===== src/rtl/ctmr_pkg.sv =====
package ctmr_pkg;
  localparam int unsigned DATA_W   = 8;
  localparam int unsigned RATE_W   = 2;
  localparam int unsigned NUM_TAPS = 1 << RATE_W;
  localparam int unsigned TAP_BASE = 11;
  localparam int unsigned LOW_W    = 8;

  // bit positions inside the control/status word
  localparam int unsigned BIT_OVF_F   = 7;
  localparam int unsigned BIT_RT_F    = 6;
  localparam int unsigned BIT_OVF_EN  = 5;
  localparam int unsigned BIT_RT_EN   = 4;
  localparam int unsigned BIT_OVF_CLR = 3;
  localparam int unsigned BIT_RT_CLR  = 2;
  localparam int unsigned RATE_LSB    = 0;

  typedef struct packed {
    logic              ovf_f;
    logic              rt_f;
    logic              ovf_en;
    logic              rt_en;
    logic [RATE_W-1:0] rate;
  } ctl_state_t;
endpackage


===== src/rtl/ctmr_rst_sync.sv =====
module ctmr_rst_sync #(
  parameter int unsigned STAGES = 2
) (
  input  logic clk,
  input  logic rst_n_in,
  output logic rst_n_out
);
  logic [STAGES-1:0] sync_q;
  logic [STAGES-1:0] sync_d;

  always_comb begin
    sync_d = {sync_q[STAGES-2:0], 1'b1};
  end

  always_ff @(posedge clk or negedge rst_n_in) begin
    if (!rst_n_in) sync_q <= '0;
    else           sync_q <= sync_d;
  end

  assign rst_n_out = sync_q[STAGES-1];
endmodule


===== src/rtl/ctmr_counter.sv =====
module ctmr_counter #(
  parameter int unsigned CNT_W    = 15,
  parameter int unsigned LOW_W    = 8,
  parameter int unsigned TAP_BASE = 11,
  parameter int unsigned NUM_TAPS = 4
) (
  input  logic                clk,
  input  logic                rst_n,
  output logic                wrap_evt,
  output logic [NUM_TAPS-1:0] tap_evt
);
  localparam int unsigned TOP_TAP = TAP_BASE + NUM_TAPS - 1;

  logic [CNT_W-1:0] cnt_q;
  logic [CNT_W-1:0] cnt_d;
  logic             cnt_en;

  // the counter runs on every clock; the enable is kept explicit
  assign cnt_en = 1'b1;

  always_comb begin
    cnt_d = cnt_q;
    if (cnt_en) cnt_d = cnt_q + 1'b1;
  end

  always_ff @(posedge clk or negedge rst_n) begin
    if (!rst_n) cnt_q <= '0;
    else        cnt_q <= cnt_d;
  end

  // the next edge wraps the low stages when they are all ones
  assign wrap_evt = &cnt_q[LOW_W-1:0];

  // the next edge raises tap bit B when bits below it are ones and B is 0
  for (genvar i = 0; i < NUM_TAPS; i++) begin : g_tap
    localparam int unsigned B = TAP_BASE + i;
    assign tap_evt[i] = (&cnt_q[B-1:0]) & ~cnt_q[B];
  end

  if (TOP_TAP >= CNT_W) begin : g_bad_width
    initial $error("counter too narrow for the highest tap");
  end
endmodule


===== src/rtl/ctmr_regs.sv =====
module ctmr_regs
  import ctmr_pkg::*;
(
  input  logic                clk,
  input  logic                rst_n,
  input  logic                wr_hit,
  input  logic [DATA_W-1:0]   wdata,
  input  logic                wrap_evt,
  input  logic [NUM_TAPS-1:0] tap_evt,
  output logic [DATA_W-1:0]   reg_word,
  output logic                ovf_flag,
  output logic                rt_flag,
  output logic                ovf_en,
  output logic                rt_en,
  output logic                rt_evt
);
  ctl_state_t state_q;
  ctl_state_t state_d;
  logic       clr_ovf;
  logic       clr_rt;

  assign rt_evt  = tap_evt[state_q.rate];
  assign clr_ovf = wr_hit & wdata[BIT_OVF_CLR];
  assign clr_rt  = wr_hit & wdata[BIT_RT_CLR];

  always_comb begin
    state_d = state_q;
    if (wr_hit) begin
      state_d.ovf_en = wdata[BIT_OVF_EN];
      state_d.rt_en  = wdata[BIT_RT_EN];
      state_d.rate   = wdata[RATE_LSB +: RATE_W];
    end
    // set has priority over clear
    state_d.ovf_f = wrap_evt | (state_q.ovf_f & ~clr_ovf);
    state_d.rt_f  = rt_evt   | (state_q.rt_f  & ~clr_rt);
  end

  always_ff @(posedge clk or negedge rst_n) begin
    if (!rst_n) begin
      state_q.ovf_f  <= 1'b0;
      state_q.rt_f   <= 1'b0;
      state_q.ovf_en <= 1'b0;
      state_q.rt_en  <= 1'b0;
      state_q.rate   <= '1;
    end else begin
      state_q <= state_d;
    end
  end

  always_comb begin
    reg_word                        = '0;
    reg_word[BIT_OVF_F]             = state_q.ovf_f;
    reg_word[BIT_RT_F]              = state_q.rt_f;
    reg_word[BIT_OVF_EN]            = state_q.ovf_en;
    reg_word[BIT_RT_EN]             = state_q.rt_en;
    reg_word[RATE_LSB +: RATE_W]    = state_q.rate;
  end

  assign ovf_flag = state_q.ovf_f;
  assign rt_flag  = state_q.rt_f;
  assign ovf_en   = state_q.ovf_en;
  assign rt_en    = state_q.rt_en;
endmodule


===== src/rtl/ctmr_core.sv =====
module ctmr_core
  import ctmr_pkg::*;
#(
  parameter int unsigned     CNT_W    = 15,
  parameter int unsigned     ADDR_W   = 8,
  parameter logic [ADDR_W-1:0] REG_ADDR = 'h08
) (
  input  logic              clk,
  input  logic              rst_n,
  input  logic [ADDR_W-1:0] bus_addr,
  input  logic              bus_wr,
  input  logic [DATA_W-1:0] bus_wdata,
  output logic [DATA_W-1:0] bus_rdata,
  output logic              irq_ovf,
  output logic              irq_rt
);
  logic                rst_sync_n;
  logic                wrap_evt;
  logic [NUM_TAPS-1:0] tap_evt;
  logic                rt_evt;
  logic                rd_hit;
  logic                wr_hit;
  logic [DATA_W-1:0]   reg_word;
  logic                ovf_flag;
  logic                rt_flag;
  logic                ovf_en;
  logic                rt_en;

  ctmr_rst_sync #(.STAGES(2)) u_rst (
    .clk       (clk),
    .rst_n_in  (rst_n),
    .rst_n_out (rst_sync_n)
  );

  ctmr_counter #(
    .CNT_W    (CNT_W),
    .LOW_W    (LOW_W),
    .TAP_BASE (TAP_BASE),
    .NUM_TAPS (NUM_TAPS)
  ) u_cnt (
    .clk      (clk),
    .rst_n    (rst_sync_n),
    .wrap_evt (wrap_evt),
    .tap_evt  (tap_evt)
  );

  assign rd_hit = (bus_addr == REG_ADDR);
  assign wr_hit = bus_wr & rd_hit;

  ctmr_regs u_regs (
    .clk      (clk),
    .rst_n    (rst_sync_n),
    .wr_hit   (wr_hit),
    .wdata    (bus_wdata),
    .wrap_evt (wrap_evt),
    .tap_evt  (tap_evt),
    .reg_word (reg_word),
    .ovf_flag (ovf_flag),
    .rt_flag  (rt_flag),
    .ovf_en   (ovf_en),
    .rt_en    (rt_en),
    .rt_evt   (rt_evt)
  );

  assign bus_rdata = rd_hit ? reg_word : '0;
  assign irq_ovf   = ovf_flag & ovf_en;
  assign irq_rt    = rt_flag & rt_en;
endmodule


===== config.mk =====
export PLATFORM = sky130hd
export DESIGN_NAME = ctmr_core
export DESIGN_NICKNAME = d
export VERILOG_FILES = /design/src/rtl/ctmr_pkg.sv /design/src/rtl/ctmr_rst_sync.sv /design/src/rtl/ctmr_counter.sv /design/src/rtl/ctmr_regs.sv /design/src/rtl/ctmr_core.sv
export SDC_FILE = /design/constraint.sdc
export NUM_CORES = 1
export LEC_CHECK = 0
export ABC_AREA = 1
export ABC_CLOCK_PERIOD_IN_PS = 1030
export BUFFER_PORTS_ARGS = -buffer_cell sky130_fd_sc_hd__buf_2
export CORE_MARGIN = 3
export CORE_UTILIZATION = 53
export DETAILED_ROUTE_END_ITERATION = 6
export PLACE_DENSITY = 0.81
export SYNTH_ARGS = -nofsm -noshare
export SYNTH_HDL_FRONTEND = slang
export SYNTH_HIERARCHICAL = 1
export SYNTH_SLANG_ARGS = --single-unit

===== constraint.sdc =====
create_clock -name clk -period 1.03 [get_ports clk]
set_clock_uncertainty 0.2 [all_clocks]
set_input_delay 0.1545 -clock clk [delete_from_list [all_inputs] [get_ports clk]]
set_output_delay 0.1545 -clock clk [all_outputs]
set_load 0.01 [all_outputs]

## Word-level counts from Yosys, hierarchy flattened

Index checks and enable logic that the tools add are counted.

- $add $sub $neg: 1
- Multiply operators: 0
- Divide/modulo/power cells: 0
- $lt $le $gt $ge: 1
- Equality and inequality tests: 1
- Shift operators: 0
- Muxes and demuxes: 3
- Bitwise logic cells: 19
- Reduce and logical (&&, ||, !) cells: 5

Operator list:

| operator | number |
|---|---|
| $add A15 B1 Y15 const B | 1 |
| $reduce_and A14 Y1 | 1 |
| $reduce_and A13 Y1 | 1 |
| $reduce_and A12 Y1 | 1 |
| $and A1 B1 Y1 | 11 |
| $reduce_and A11 Y1 | 1 |
| $eq A8 B4 Y1 const B | 1 |
| $mux W8 | 1 |
| $reduce_and A8 Y1 | 1 |
| $not A1 Y1 | 6 |
| $lt A2 B3 Y1 const B | 1 |
| $bmux W1 S2 | 1 |
| $or A1 B1 Y1 | 2 |
| $mux W1 | 1 |

- Register bits: 23
- Bits in latches: 0
- Bits in writable memories: 0
- Bits in read-only memories: 0
- Output and inout port bits: 10
- Word-level logic and storage cells: 37
- Memories: 0

## Depth between registers and ports, before layout

Gate-level depths: netlist of the first run.

- Depth after elaboration: 6
- Gate-level depth with buffers: 10
- Depth with buffers taken out: 10

## By module

Netlist of the first run, hierarchy kept.

Modules (own cells, without submodules):

| module | instances | cells each | area each (µm²) | sequential area each (µm²) |
|---|---|---|---|---|
| ctmr_counter | 1 | 93 | 812.0 | 375.4 |
| ctmr_regs | 1 | 39 | 317.8 | 152.6 |
| ctmr_core | 1 | 36 | 137.6 | 0.0 |
| ctmr_rst_sync | 1 | 3 | 53.8 | 50.0 |

## Worst setup path after synthesis of the first run

No wires, ideal clock.

- Kind: reg2reg
- Start point: register u_cnt.cnt_q[0]
- End point: register u_regs.state_q (netlist bit u_regs/rt_flag)
- Library setup time: 0.118 ns
- Data arrival time: 1.182 ns
- Slack: -0.470 ns
- Cell stages (with the launch flop): 10
- Path buffers: 0
- Cell sequence: dfrtp_1 > ha_1 > nand3_4 > inv_2 > nand3_2 > nor2_1 > nand2_1 > nand3_1 > nand2_1 > nand2_1

RTL lines:

| element | RTL line | source |
|---|---|---|
| from (decl) | ctmr_counter.sv:14 | `logic [CNT_W-1:0] cnt_q;` |
| from (signal assigned) | ctmr_counter.sv:28 | `else cnt_q <= cnt_d;` |
| to (signal assigned) | ctmr_regs.sv:46 | `state_q <= state_d;` |
| to (decl) | ctmr_regs.sv:17 | `ctl_state_t state_q;` |

==> results of run 1 <==
how the worst min path moves through the flow:
stage	end	cells after the start
floorplan	u_rst/sync_q[0]	0
global placement	u_rst/sync_q[0]	1
detailed placement	u_rst/sync_q[0]	1
CTS	u_cnt/cnt_q[10]	1
global route	u_cnt/cnt_q[10]	1
finish	u_cnt/cnt_q[10]	1
report_power, final:
group          internal (uW)  switching [uW]
Sequential               926            16.1
Combinational            104             104
Clock                    146             295
Total                   1180             415
worst max-delay path, delay by kind of cell (launching register included):
| family | cells | cell delay (ns) |
|---|---|---|
| AND/OR/NAND/NOR | 8 | 0.73 |
| flip-flops | 1 | 0.42 |
| buffers and inverters | 2 | 0.19 |
cell type report:
class | instances | area [sq um]
timing repair buffer | 75 | 613
clock inverter | 1 | 5.00
multi-input combinational | 106 | 711
inverter | 35 | 156
clock buffer | 3 | 22.5
sequential | 23 | 578
fill | 79 | 155
tap | 28 | 35.0
per-layer routing:
metal / track usage (%) / vias up / part of all wire (%)
met3: 6.03 / 48 / 8.6
li1: - / 643 / -
met1: 33.6 / 715 / 34
met5: 0 / - / 0
met4: 7.12 / 0 / 8.2
met2: 53.9 / 115 / 49
state kept, by name, indices dropped and copies added, names as in the netlist:
signal,flops
u_cnt/cnt_q,15
u_regs/rt_en,1
u_rst/sync_q,2
u_regs/rt_flag,1
u_regs/ovf_en,1
u_regs/reg_word,2
u_regs/ovf_flag,1
what timing repair did:
item | 4_1_cts | 5_1_grt
buffers inserted | 11 | 6
setup endpoints to repair | 25 | 27
gates resized for setup | 29 | 23
hold buffers | 8 | 0
hold endpoints to repair | 8 | 0
pin swaps | 18 | 10
stage by stage:
stage | util [%] | total power (uW)
floorplan | - | 1030
global placement | 75.5 | 1080
detailed placement | 75.5 | 1090
CTS | 88.4 | 1550
global route | 93.2 | 1660
finish | 93.2 | 1590
cells in the final DEF, fill, tap and decap left out, types with 5 or more instances in the layout:
cell type and count:
nand2_1 31, nor2_4 7, nor2_1 8, nor2_2 10, inv_1 19, inv_2 10, buf_6 16, buf_4 27
dlygate4sd3_1 8, nand3_2 5, dfrtp_1 21, nand3_1 6, buf_2 22, nand2_2 14
==> results.yml, run 1 <==
run_status:
  status: "finished with violations"
  violations: "hold timing, setup timing"
pwr:
  p_leak_uw: 0.00108
  power_density_nw_per_um2: 751
  max-vdd-ir-drop_uv: 1310
clocking:
  clock_path_buffers: 2
  cts_sinks: 23
  htreeDepth: 1
  cts_tree: "yes"
  clk_latency_ns: 0.34
  path_clk_slew_ns: 0.15
  cts_buffers: 3
  clockRootBuffer: "clkbuf_4"
critical_path:
  startpoint: "u_cnt/cnt_q[4]"
  reg2reg_from: "u_cnt/cnt_q[4]"
  path_class: "register to register"
  reg2regPathDepth: 10
  cp.arrival_ns: 1.66
  critPathLaunchType: "register"
  worst_path_max_delay_cell: "dfrtp_1"
  critPathRequiredTime_ns: 1.12
  max_stage_delay_ns: 0.42
  rrSetupSlack_ns: -0.54
  r2r-end: "u_regs/rt_flag"
  setup.worst_path.end: "u_regs/rt_flag"
  crit_chain: "nand2_2, inv_2, nand2_2, nor2_4, nand3_1, inv_1, nand2_1, nand3_1, nand2_1, nand2_1"
  crit_path_frequent_cell: "nand2_1"
  cp-end-kind: "register"
  crit_fanout: 3
floorplan:
  start_util_pct: 57.9
  num_rows: 17
  die_y_um: 55.9
  die_x_um: 55.9
  num_io_pins: 29
  core_sq_um: 2280
  die_area_sq_um: 3120
drt:
  dr.first_iter.drc_count: 120
  totalWireLength_um: 5170
  ant_nets: 0
  vias: 1521
  vias_per_cell: 5.61
  drt_pass1_iterations: 5
  routedWlPerCell_um: 19.1
  drc: 0
sta:
  post-route-min-period_ns: 1.57
  setup-violations-final: 28
  hold_violations: 11
  fin_ws_ns: -0.542
  fmax_mhz: 636
  setup_tns_ns: -9.39
  drv_slew: 0
  rsz0062_at_grt: "true"
  hold_slack_ns: -0.0184
  fin_crit_sh_pct: 153
place:
  place.gp.congestion: 0.879
  placed_area_sq_um: 1720
  io_buffers: 24
  hpwlAfterDp_um: 2250
  placed_cells: 244
  pre_cts_ws_ns: -0.398
cells_and_area:
  stdcell_area_sq_um: 2120
  area_growth_pct: 61.0
  final_cells: 271
  antenna_cells: 0
  final_nets: 264
  drive_gt1_share_pct: 56.0
flow_run:
  max_cap_violations: 0
yosys:
  syn_area_per_cell_sq_um: 7.75
  yosysWarningCount: 6
  synth.cell_area_sq_um: 1320
  syn_inst: 170
grt:
  antenna_found_initial: 0
  overflow: 0
  grt_max_degree: 22
  grt_pass1_vias: 1493
  grt_pass1_wl_um: 7110
  track_usage_pct: 28.9
worst_hold_path:
  worstHoldPathType: "register to async pin"
No activity file was read; power rests on OpenSTA's default activity.
==> inputs of run 2 (changes only) <==
--- a/config.mk
+++ b/config.mk
@@ -12,6 +12,7 @@
 export CORE_UTILIZATION = 53
 export DETAILED_ROUTE_END_ITERATION = 6
 export PLACE_DENSITY = 0.81
+export SKIP_LAST_GASP = 1
 export SYNTH_ARGS = -nofsm -noshare
 export SYNTH_HDL_FRONTEND = slang
 export SYNTH_HIERARCHICAL = 1
==> results.yml, run 2 (synthesized netlist as in run 1, its figures left out) <==
grt:
  grt_pass1_wl_um: 7110
  overflow: 0
  grt_pass1_vias: 1493
  antenna_found_initial: 0
  track_usage_pct: 28.9
  grt_max_degree: 22
place:
  io_buffers: 24
  placed_cells: 244
  place.gp.congestion: 0.879
  hpwlAfterDp_um: 2250
  placed_area_sq_um: 1720
sta:
  fmax_mhz: 642
  hold_slack_ns: -0.0178
  rsz0062_at_grt: "true"
  post-route-min-period_ns: 1.56
  setup_tns_ns: -9.81
  fin_ws_ns: -0.527
  setup-violations-final: 28
  fin_crit_sh_pct: 151
  hold_violations: 11
  drv_slew: 0
critical_path:
  max_stage_delay_ns: 0.43
  worst_path_max_delay_cell: "dfrtp_1"
  crit_chain: "nand2_2, inv_2, nand2_2, nor2_4, nand3_1, inv_1, nand2_1, nand3_1, nand2_1, nand2_1"
  critPathLaunchType: "register"
  critPathRequiredTime_ns: 1.12
  cp.arrival_ns: 1.65
  crit_fanout: 3
  path_class: "register to register"
  crit_path_frequent_cell: "nand2_1"
  cp-end-kind: "register"
floorplan:
  core_sq_um: 2280
  die_area_sq_um: 3120
  die_y_um: 55.9
  die_x_um: 55.9
  num_io_pins: 29
  start_util_pct: 57.9
  num_rows: 17
clocking:
  clk_latency_ns: 0.34
  path_clk_slew_ns: 0.15
  clock_path_buffers: 2
  cts_tree: "yes"
  htreeDepth: 1
  cts_buffers: 3
  cts_sinks: 23
  clockRootBuffer: "clkbuf_4"
run_status:
  status: "finished with violations"
  violations: "hold timing, setup timing"
cells_and_area:
  antenna_cells: 0
  final_cells: 271
  top_register: "u_cnt/cnt_q"
  area_growth_pct: 59.9
  layout_commonest_cell: "nand2_1"
  stdcell_area_sq_um: 2110
  drive_gt1_share_pct: 54.3
  final_nets: 264
  final_cell_mix: "34 x nand2_1, 28 x buf_4, 22 x buf_2"
  num-fill-cells: 84
  largest_register_ffs: 15
  final_util_pct: 92.6
drt:
  vias: 1513
  totalWireLength_um: 5310
  vias_per_cell: 5.58
  dr.first_iter.drc_count: 112
  ant_nets: 0
  drt_pass1_iterations: 4
  drc: 0
  routedWlPerCell_um: 19.6
pwr:
  total_power_uw: 1610
  power_density_nw_per_um2: 765
  max-vdd-ir-drop_uv: 1300
  p_leak_uw: 0.00108
worst_hold_path:
  worstHoldPathType: "register to async pin"
flow_run:
  max_cap_violations: 0
run 2: cell types whose count changed in the layout (fill, tap and decap cells not counted):
cell / previous run / this run
nor2_2: 10 / 9
buf_4: 27 / 28
buf_6: 16 / 15
nand2_2: 14 / 11
nor2_1: 8 / 9
nand2_1: 31 / 34
run 2: what timing repair did:
action | in CTS | in global routing
pin swaps | 18 | 11
hold endpoints to repair | 8 | 0
resized for setup | 28 | 19
gates cloned | 0 | 0
hold buffers | 8 | 0
buffers inserted | 11 | 6
setup endpoints to repair | 25 | 27
run 2: cell type report:
cell class	instances	area (sq um)	area share, %
Multi-Input combinational cell	106	701	33.3
Timing Repair Buffer	75	609	28.9
Sequential cell	23	578	27.4
Inverter	35	156	7.42
Tap cell	28	35.0	1.66
Clock buffer	3	22.5	1.07
Clock inverter	1	5.00	0.238
run 2: critical path, delay by kind of cell (launching register included):
kind          cells  cell delay, ns
simple gates      8            0.73
flops             1            0.43
buf+inv           2            0.14
run 2: worst paths after layout:
path	startpoint	endpoint	slack, ns	cells past startpoint
setup / recovery	u_cnt/cnt_q[4]	u_regs/rt_flag	-0.53	10
setup reg to reg	u_cnt/cnt_q[4]	u_regs/rt_flag	-0.53	10
min in group clk	bus_wr	u_regs/reg_word[1]	0.08	6
hold reg to reg	u_rst/sync_q[1]	u_cnt/cnt_q[10]	-0.02	1
max in group asynchronous	rst_n	u_rst/sync_q[1]	0.06	3
hold / removal	u_rst/sync_q[1]	u_cnt/cnt_q[10]	-0.02	1
run 2: power breakdown:
part / switching [uW] / total [uW] / leakage [uW] / internal, uW
combinational: 110 / 215 / 0.000778 / 105
sequential: 18.0 / 944 / 0.000286 / 926
clock: 307 / 453 / 0.0000177 / 146
total: 435 / 1610 / 0.00108 / 1180
run 2: through the flow:
| stage | hold WS (ns) | setup slack, ns |
|---|---|---|
| floorplan | -0.341 | -0.389 |
| global placement | -0.261 | -0.333 |
| detailed placement | -0.260 | -0.398 |
| CTS | 0.0122 | -0.472 |
| global route | 0.00462 | -0.557 |
| finish | -0.0178 | -0.527 |
run 2: per-layer routing:
layer / track usage [%] / vias to the layer above / routed length [um] / part of all wire [%]
li1: - / 647 / - / -
met1: 33.6 / 708 / 1840 / 35
met2: 53.9 / 109 / 2630 / 50
met3: 6.03 / 49 / 419 / 7.9
met4: 7.12 / 0 / 417 / 7.9
met5: 0 / - / 0 / 0
